<file path="config.mk">
export PLATFORM = sky130hd
export DESIGN_NAME = spi_xfer_master
export DESIGN_NICKNAME = d
export VERILOG_FILES = /design/src/rtl/spi_xfer_pkg.sv /design/src/rtl/spi_xfer_ctrl.sv /design/src/rtl/spi_xfer_dpath.sv /design/src/rtl/spi_xfer_master.sv
export SDC_FILE = /design/constraint.sdc
export NUM_CORES = 1
export LEC_CHECK = 0
export ABC_AREA = 1
export ABC_CLOCK_PERIOD_IN_PS = 2000
export BUFFER_PORTS_ARGS = -buffer_cell sky130_fd_sc_hd__buf_4
export CELL_PAD_IN_SITES_DETAIL_PLACEMENT = 0
export CELL_PAD_IN_SITES_GLOBAL_PLACEMENT = 2
export CORE_UTILIZATION = 33
export CTS_BUF_LIST = sky130_fd_sc_hd__clkbuf_8
export DETAILED_ROUTE_END_ITERATION = 8
export PLACE_DENSITY = 0.8
export SLEW_MARGIN = 5
export SYNTH_ARGS = -nofsm -noshare
export SYNTH_HDL_FRONTEND = slang
export SYNTH_HIERARCHICAL = 1
export SYNTH_SLANG_ARGS = --single-unit
</file>
<file path="constraint.sdc">
create_clock -name clk -period 2 [get_ports clk]
set_input_delay 0 -clock clk [delete_from_list [all_inputs] [get_ports clk]]
set_output_delay 0 -clock clk [all_outputs]
set_load 0.02 [all_outputs]
</file>
<file path="src/rtl/spi_xfer_pkg.sv">
package spi_xfer_pkg;

  typedef enum logic [2:0] {
    ST_IDLE,
    ST_LEAD,
    ST_SHIFT,
    ST_TRAIL,
    ST_GAP
  } xferState_e;

  typedef struct packed {
    logic load;
    logic sample;
    logic shift;
    logic commit;
  } dpStrobe_t;

endpackage

</file>
<file path="src/rtl/spi_xfer_ctrl.sv">
module spi_xfer_ctrl
  import spi_xfer_pkg::*;
#(
  parameter int DATA_W   = 8,
  parameter int HALF_DIV = 2
) (
  input  logic       clk,
  input  logic       rstN,
  input  logic       wrEn,
  input  logic       rdEn,
  input  logic       cfgIdleHigh,
  input  logic       cfgLsbFirst,
  output dpStrobe_t  strb,
  output logic       lsbFirstQ,
  output logic       ssN,
  output logic       sck,
  output logic       busy,
  output logic       doneFlag
);

  localparam int EDGE_TOTAL = 2 * DATA_W;
  localparam int EDGE_W     = $clog2(EDGE_TOTAL + 1);
  localparam int DIV_W      = (HALF_DIV > 1) ? $clog2(HALF_DIV) : 1;
  localparam int GAP_W      = $clog2(HALF_DIV + 2);
  localparam logic [EDGE_W-1:0] LAST_EDGE = EDGE_W'(EDGE_TOTAL);
  localparam logic [DIV_W-1:0]  DIV_END   = DIV_W'(HALF_DIV - 1);
  localparam logic [GAP_W-1:0]  GAP_MIN   = GAP_W'(HALF_DIV);

  xferState_e        stateQ;
  logic [DIV_W-1:0]  divCnt;
  logic [EDGE_W-1:0] edgeCnt;
  logic [EDGE_W-1:0] nextEdge;
  logic              phaseQ;
  logic              polQ;
  logic              ssNQ;
  logic              doneQ;
  logic              tick;
  logic              edgeNow;
  logic              startXfer;
  logic [GAP_W-1:0]  gapCnt;

  assign tick      = (stateQ != ST_IDLE) && (divCnt == DIV_END);
  assign edgeNow   = tick && ((stateQ == ST_LEAD) || (stateQ == ST_SHIFT));
  assign nextEdge  = edgeCnt + 1'b1;
  assign startXfer = wrEn && !doneQ && (stateQ == ST_IDLE);

  always_comb begin
    strb.load   = startXfer;
    strb.sample = edgeNow && nextEdge[0];
    strb.shift  = edgeNow && !nextEdge[0] && (nextEdge != LAST_EDGE);
    strb.commit = edgeNow && (nextEdge == LAST_EDGE);
  end

  always_ff @(posedge clk or negedge rstN) begin
    if (!rstN) begin
      stateQ    <= ST_IDLE;
      divCnt    <= '0;
      edgeCnt   <= '0;
      phaseQ    <= 1'b0;
      polQ      <= 1'b0;
      lsbFirstQ <= 1'b0;
      ssNQ      <= 1'b1;
      doneQ     <= 1'b0;
    end else begin
      if (stateQ == ST_IDLE || tick) divCnt <= '0;
      else                           divCnt <= divCnt + 1'b1;

      if (strb.commit)  doneQ <= 1'b1;
      else if (rdEn)    doneQ <= 1'b0;

      if (edgeNow) begin
        edgeCnt <= nextEdge;
        phaseQ  <= ~phaseQ;
      end

      unique case (stateQ)
        ST_IDLE: if (startXfer) begin
          stateQ    <= ST_LEAD;
          ssNQ      <= 1'b0;
          edgeCnt   <= '0;
          phaseQ    <= 1'b0;
          polQ      <= cfgIdleHigh;
          lsbFirstQ <= cfgLsbFirst;
        end
        ST_LEAD:  if (tick) stateQ <= ST_SHIFT;
        ST_SHIFT: if (strb.commit) stateQ <= ST_TRAIL;
        ST_TRAIL: if (tick) begin
          stateQ <= ST_GAP;
          ssNQ   <= 1'b1;
        end
        ST_GAP:   if (tick) stateQ <= ST_IDLE;
        default:  stateQ <= ST_IDLE;
      endcase
    end
  end

  // Length of the current select-high stretch, saturating.
  always_ff @(posedge clk or negedge rstN) begin
    if (!rstN)             gapCnt <= GAP_MIN;
    else if (!ssNQ)        gapCnt <= '0;
    else if (gapCnt < GAP_MIN) gapCnt <= gapCnt + 1'b1;
  end

  assign busy     = (stateQ != ST_IDLE);
  assign ssN      = ssNQ;
  assign doneFlag = doneQ;
  assign sck      = (busy ? polQ : cfgIdleHigh) ^ phaseQ;

  assert_edges_before_trail_R3: assert property (@(posedge clk) disable iff (!rstN)
    (stateQ == ST_TRAIL) |-> (edgeCnt == LAST_EDGE));

  assert_idle_gap_R9: assert property (@(posedge clk) disable iff (!rstN)
    $fell(ssNQ) |-> (gapCnt >= GAP_MIN));

  assert_done_clears_R10: assert property (@(posedge clk) disable iff (!rstN)
    (rdEn && stateQ != ST_SHIFT) |=> !doneQ);

  assert_write_dropped_R11: assert property (@(posedge clk) disable iff (!rstN)
    (wrEn && doneQ && stateQ == ST_IDLE) |=> (stateQ == ST_IDLE && ssNQ));

  assert_ss_low_while_clocking_R3: assert property (@(posedge clk) disable iff (!rstN)
    edgeNow |-> !ssNQ);

endmodule

</file>
<file path="src/rtl/spi_xfer_dpath.sv">
module spi_xfer_dpath
  import spi_xfer_pkg::*;
#(
  parameter int DATA_W = 8
) (
  input  logic              clk,
  input  logic              rstN,
  input  dpStrobe_t         strb,
  input  logic              lsbFirstQ,
  input  logic [DATA_W-1:0] wrData,
  input  logic              miso,
  output logic              mosi,
  output logic [DATA_W-1:0] rdData
);

  logic [DATA_W-1:0] shiftQ;
  logic [DATA_W-1:0] shiftNext;
  logic [DATA_W-1:0] assembled;
  logic              rxBitQ;
  logic [DATA_W-1:0] rdQ;

  always_comb begin
    if (lsbFirstQ) begin
      shiftNext = {rxBitQ, shiftQ[DATA_W-1:1]};
      assembled = {rxBitQ, shiftQ[DATA_W-1:1]};
    end else begin
      shiftNext = {shiftQ[DATA_W-2:0], rxBitQ};
      assembled = {shiftQ[DATA_W-2:0], rxBitQ};
    end
  end

  always_ff @(posedge clk or negedge rstN) begin
    if (!rstN) begin
      shiftQ <= '0;
      rxBitQ <= 1'b0;
      rdQ    <= '0;
    end else begin
      if (strb.load)        shiftQ <= wrData;
      else if (strb.shift)  shiftQ <= shiftNext;
      if (strb.sample)      rxBitQ <= miso;
      if (strb.commit)      rdQ    <= assembled;
    end
  end

  assign mosi   = lsbFirstQ ? shiftQ[0] : shiftQ[DATA_W-1];
  assign rdData = rdQ;

  assert_strobes_exclusive_R6: assert property (@(posedge clk) disable iff (!rstN)
    $onehot0({strb.load, strb.sample, strb.shift, strb.commit}));

  assert_mosi_holds_R6: assert property (@(posedge clk) disable iff (!rstN)
    (!strb.load && !strb.shift) |=> $stable(mosi));

  assert_rd_holds_R7: assert property (@(posedge clk) disable iff (!rstN)
    !strb.commit |=> $stable(rdData));

endmodule

</file>
<file path="src/rtl/spi_xfer_master.sv">
module spi_xfer_master
  import spi_xfer_pkg::*;
#(
  parameter int DATA_W   = 8,
  parameter int HALF_DIV = 2
) (
  input  logic              clk,
  input  logic              rstN,
  input  logic              cfgIdleHigh,
  input  logic              cfgLsbFirst,
  input  logic              wrEn,
  input  logic [DATA_W-1:0] wrData,
  input  logic              rdEn,
  output logic [DATA_W-1:0] rdData,
  output logic              doneFlag,
  output logic              busy,
  output logic              sck,
  output logic              mosi,
  input  logic              miso,
  output logic              ssN
);

  dpStrobe_t strb;
  logic      lsbFirstQ;

  spi_xfer_ctrl #(.DATA_W(DATA_W), .HALF_DIV(HALF_DIV)) i_ctrl (
    .clk(clk), .rstN(rstN), .wrEn(wrEn), .rdEn(rdEn),
    .cfgIdleHigh(cfgIdleHigh), .cfgLsbFirst(cfgLsbFirst),
    .strb(strb), .lsbFirstQ(lsbFirstQ), .ssN(ssN), .sck(sck),
    .busy(busy), .doneFlag(doneFlag)
  );

  spi_xfer_dpath #(.DATA_W(DATA_W)) i_dpath (
    .clk(clk), .rstN(rstN), .strb(strb), .lsbFirstQ(lsbFirstQ),
    .wrData(wrData), .miso(miso), .mosi(mosi), .rdData(rdData)
  );

endmodule

</file>
* Word level (Yosys, flattened, before mapping)
Index checks and enable logic that the tools add are counted.
** Storage, ports and cells
- Bits in registers :: 31
- Bits of input ports :: 15
- Output and inout port bits :: 13
- Logic and storage cells :: 69
** Cells by class
- Add/sub/neg operators :: 2
- Equal/unequal tests :: 11
- Mux-type cells :: 23
- Bitwise gates (word level) :: 2
- Reductions and logical operators :: 20
** Operators with widths (count)
- $mux 8 :: 3
- $mux 3 :: 5
- $mux 5 :: 3
- $pmux 3 s5 :: 1
- $mux 1 :: 10
- $ne 2x1->1 const B :: 5
- $logic_and 1x1->1 :: 8
- $eq 3x2->1 const B :: 2
- $reduce_bool 2->1 :: 3
- $add 5x1->5 const B :: 1
- $eq 5x5->1 const B :: 1
- $ne 5x5->1 const B :: 1
- $reduce_and 5->1 :: 1
- $eq 3x1->1 const B :: 1
- $eq 3x3->1 const B :: 1
- $logic_not 3->1 :: 1
- $reduce_and 3->1 :: 1
- $reduce_bool 3->1 :: 1
- $logic_not 1->1 :: 2
- $logic_or 1x1->1 :: 2
- $pmux 1 s2 :: 1
- $reduce_and 2->1 :: 1
- $add 1x1->1 const B :: 1
- $not 1->1 :: 1
- $xor 1x1->1 :: 1

* Depth between registers and ports, before layout
- Word-level depth :: 7
- Mapped depth :: 12
- Gate-level depth less buffers :: 12

* Hierarchy
The synthesis kept the hierarchy.
** By module, submodules not included
- spi_xfer_dpath :: instances 1, cells an instance 119, area each 853.3 µm², seq. area each 425.4 µm²
- spi_xfer_ctrl :: instances 1, cells an instance 96, area each 810.8 µm², seq. area each 351.6 µm²

* Worst setup path before layout
No wires, ideal clock.
- Path kind :: flip-flop to flip-flop
- Start point :: register i_ctrl.stateQ[0]
- End point :: register i_dpath.shiftQ[0]
- Library setup time :: 0.065 ns
- Arrival :: 1.590 ns
- Data required time :: 1.935 ns
- Setup slack :: 0.345 ns
- Stages on the path, launching flop included :: 13
- Path buffers :: 0
- Period minus slack after synthesis :: 1.655 ns
- Cells stage by stage :: dfrtp_1 nor2_4 nand2_1 nand2_2 nand2_4 inv_2 ha_1 o31ai_1 inv_1 inv_1 nor2_4 nand2_1 nand2_1
** RTL lines
- from (decl) :: line spi_xfer_ctrl.sv:29 : xferState_e stateQ;
- from (signal assigned) :: line spi_xfer_ctrl.sv:56 : stateQ <= ST_IDLE;
- from (signal assigned) :: line spi_xfer_ctrl.sv:78 : stateQ <= ST_LEAD;
- from (signal assigned) :: line spi_xfer_ctrl.sv:85 : ST_LEAD: if (tick) stateQ <= ST_SHIFT;
- to (signal assigned) :: line spi_xfer_dpath.sv:38 : if (strb.load) shiftQ <= wrData;
- to (signal assigned) :: line spi_xfer_dpath.sv:39 : else if (strb.shift) shiftQ <= shiftNext;
- to (decl) :: line spi_xfer_dpath.sv:16 : logic [DATA_W-1:0] shiftQ;

==> results.json <==
{
  "critical_path_class": "flip-flop to flip-flop",
  "synthesis.area_sq_um": 1660,
  "end_kind": "flip-flop",
  "power_density_nw_per_um2": 1390,
  "cts_max_level": 2,
  "cts_buffers": 5,
  "outcome": "completed",
  "async_flop_share": 1.00,
  "use_met2": 0.275,
  "hold_violations": 0,
  "syn-num-nets": 234,
  "top_usage_layer": "met2",
  "fin_ws_ps": 195,
  "antenna_found_initial": 0,
  "cts_root_buffer": "clkbuf_8",
  "yosysWarnings": 6,
  "drc": 0,
  "num_vias": 1449,
  "ys_types": 25,
  "syn2layout_area_growth_pct": 33.6,
  "period_share": 0.903,
  "synthCells": 215,
  "slew_headroom": 0.717,
  "final-setup-viol-count": 0,
  "finClkSkew_ps": 8.44,
  "die_w_um": 73.0,
  "pin_count": 28,
  "grtUsageTotal": 0.161,
  "drv_cap": 0,
  "die-area_sq_um": 5330,
  "core.rowCount": 25,
  "avgSynthCellArea_sq_um": 7.74,
  "antenna_cells": 0,
  "first_global_vias": 1401,
  "grt_overflow": 0,
  "core_area_sq_um": 4790,
  "cpMaxStageDelayCell": "dfrtp_1",
  "cp-start-kind": "flip-flop",
  "dp_slack_ps": 130,
  "routed_wl_um": 3730,
  "fp.dieH_um": 73.0,
  "crit_required_ps": 2220,
  "critPathTopFamily": "simple AND/OR/NAND/NOR gates",
  "max_freq_mhz": 554,
  "crit_fanout": 8,
  "period_needed_ps": 1810,
  "synth_edf_count": 0,
  "vdd_drop_max_uv": 649,
  "yosys.area.top_type_share": 0.451,
  "placed_cell_area_sq_um": 1930,
  "netlist_top_cells_area": "dfrtp_1 (45%), nand2_1 (22%), inv_1 (5.4%), a21oi_1 (3.0%), ha_1 (3.0%)",
  "ant_nets": 0,
  "power_leakage_nw": 1.24,
  "synth-main-ff-cell": "dfrtp_1",
  "clock_latency_ps": 280,
  "grtUsageMet3": 0.0387,
  "slew_violations": 0,
  "globalplace.congestion": 0.872,
  "final_layout_size_suffix_gt1_frac": 0.224,
  "grt_pass1_wl_um": 6430,
  "first_iter_violations": 100,
  "drt-wirelength-per-cell_um": 11.3,
  "vias_per_cell": 4.39,
  "crit_path_max_incr_delay_ps": 420,
  "start_util": 0.348,
  "cts_buffer_depth": 2,
  "path_buf_inv": 4,
  "cp_cell_sequence": "nor2_4 -> buf_12 -> a21oi_4 -> nand2_4 -> inv_4 -> ha_1 -> o31ai_2 -> inv_1 -> inv_1 -> nor2_4 -> nand2_1 -> nand2_1",
  "ys_top_cells_by_count": "nand2_1 (97), dfrtp_1 (30), inv_1 (24), a21oi_1 (10), nor2_1 (7)",
  "rrSetupSlack_ps": 190,
  "yosys_register_bits": 31,
  "clkTransAtPathRegs_ps": 70,
  "grt_max_degree": 32,
  "gr-usage-met1": 0.197,
  "hold_path.class": "input port to flip-flop",
  "synth_top_area_cell": "dfrtp_1",
  "crit_arrival_ps": 2030,
  "tightest_slew_ps": 424,
  "yosysMostFrequentCell": "nand2_1",
  "cts_sinks": 31,
  "port_buffers": 27,
  "dp_hpwl_um": 2590,
  "design_area_sq_um": 2220,
  "p_total_mw": 3.09,
  "rsz0062_at_grt": "false",
  "tns_ps": 0,
  "drtPass1Iterations": 4,
  "yosysSeqAreaShare": 0.467,
  "cts_tree": "yes",
  "nets": 281
}
-- cells in the final DEF, fill, tap and decap left out --
master / n
clkinv_2: 1
dlygate4sd3_1: 12
inv_1: 24
xnor2_1: 1
xor2_1: 1
nor2_1: 7
o31ai_2: 1
nand4_1: 4
nand3_1: 6
nand2_4: 2
o21ai_1: 2
buf_12: 1
a211oi_1: 3
dfrtp_2: 2
ha_1: 4
dfrtp_1: 28
inv_2: 1
a21oi_4: 1
nand2_1: 96
bufinv_16: 1
clkbuf_8: 6
buf_4: 31
inv_4: 2
nor2_4: 4
nand2_2: 4
dfstp_2: 1
a21oi_1: 10
o21ai_0: 6
nor2_8: 1
-- kinds of logic after synthesis --
kind of cell,after synthesis,synth area share
AND/OR/NAND/NOR,124,0.332
buffers and inverters,31,0.0835
flip-flops,31,0.467
AO/OA/AOI/OAI,23,0.0774
adder cells (fa/ha/maj),4,0.0301
XOR/XNOR,2,0.0105
-- area by class of cell --
class / count / area [sq um]
Clock buffer: 6 / 82.6
Fill cell: 517 / 2560
Timing Repair Buffer: 44 / 373
Multi-Input combinational cell: 153 / 763
Tap cell: 67 / 83.8
Sequential cell: 31 / 779
Inverter: 27 / 106
Clock inverter: 2 / 35.0
-- through the flow --
stage | utilization | hold slack, ps | instances
after global routing | 0.465 | 41.1 | 330
after floorplan | - | -296 | 215
after global placement | 0.403 | -30.1 | 307
after CTS | 0.453 | 15.1 | 327
final | 0.465 | 33.0 | 330
after detailed placement | 0.403 | -29.2 | 307
-- routing by layer --
layer | part of all wire | routed length, um
met1 | 0.47 | 1740
met2 | 0.50 | 1860
met3 | 0.026 | 96
met4 | 0.011 | 42
met5 | 0 | 0
-- tightest hold or removal path: stages --
cell and delay (ps):
buf_4 100, inv_1 60, o21ai_0 100
-- flip-flops by register name (all words and copies together) (netlist names) --
signal            count
i_ctrl/divCnt         1
i_ctrl/doneFlag       1
i_ctrl/edgeCnt        5
i_ctrl/lsbFirstQ      1
i_ctrl/phaseQ         1
i_ctrl/polQ           1
i_ctrl/ssN            1
i_ctrl/stateQ         3
i_dpath/rdData        8
i_dpath/rxBitQ        1
i_dpath/shiftQ        8
-- where the power goes --
part           leakage [nW]  switching [mW]  internal [mW]
combinational         0.774           0.835          0.554
sequential            0.400           0.211          0.845
clock                0.0612           0.238          0.403
-- final timing paths --
kind | start | depth (start not counted) | end
min in group asynchronous | rstN | 2 | i_dpath/shiftQ[6]$_DFFE_PN0P_
setup reg to reg | i_ctrl/stateQ[2]$_DFFE_PN0P_ | 12 | i_dpath/shiftQ[1]$_DFFE_PN0P_
max in group asynchronous | rstN | 2 | i_ctrl/ssN$_DFFE_PN1P_
hold / removal | cfgIdleHigh | 3 | i_ctrl/polQ$_DFFE_PN0P_
setup / recovery | i_ctrl/stateQ[2]$_DFFE_PN0P_ | 12 | i_dpath/shiftQ[1]$_DFFE_PN0P_
hold reg to reg | i_ctrl/divCnt$_DFF_PN0_ | 1 | i_ctrl/divCnt$_DFF_PN0_
-- timing repair --
item                                   CTS  global route
setup buffers                            0             3
resized for setup                        0             6
hold buffers                            12             0
setup endpoints to repair                0             8
endpoints found under the hold margin   42             0
(Power assumes the default switching activity.)
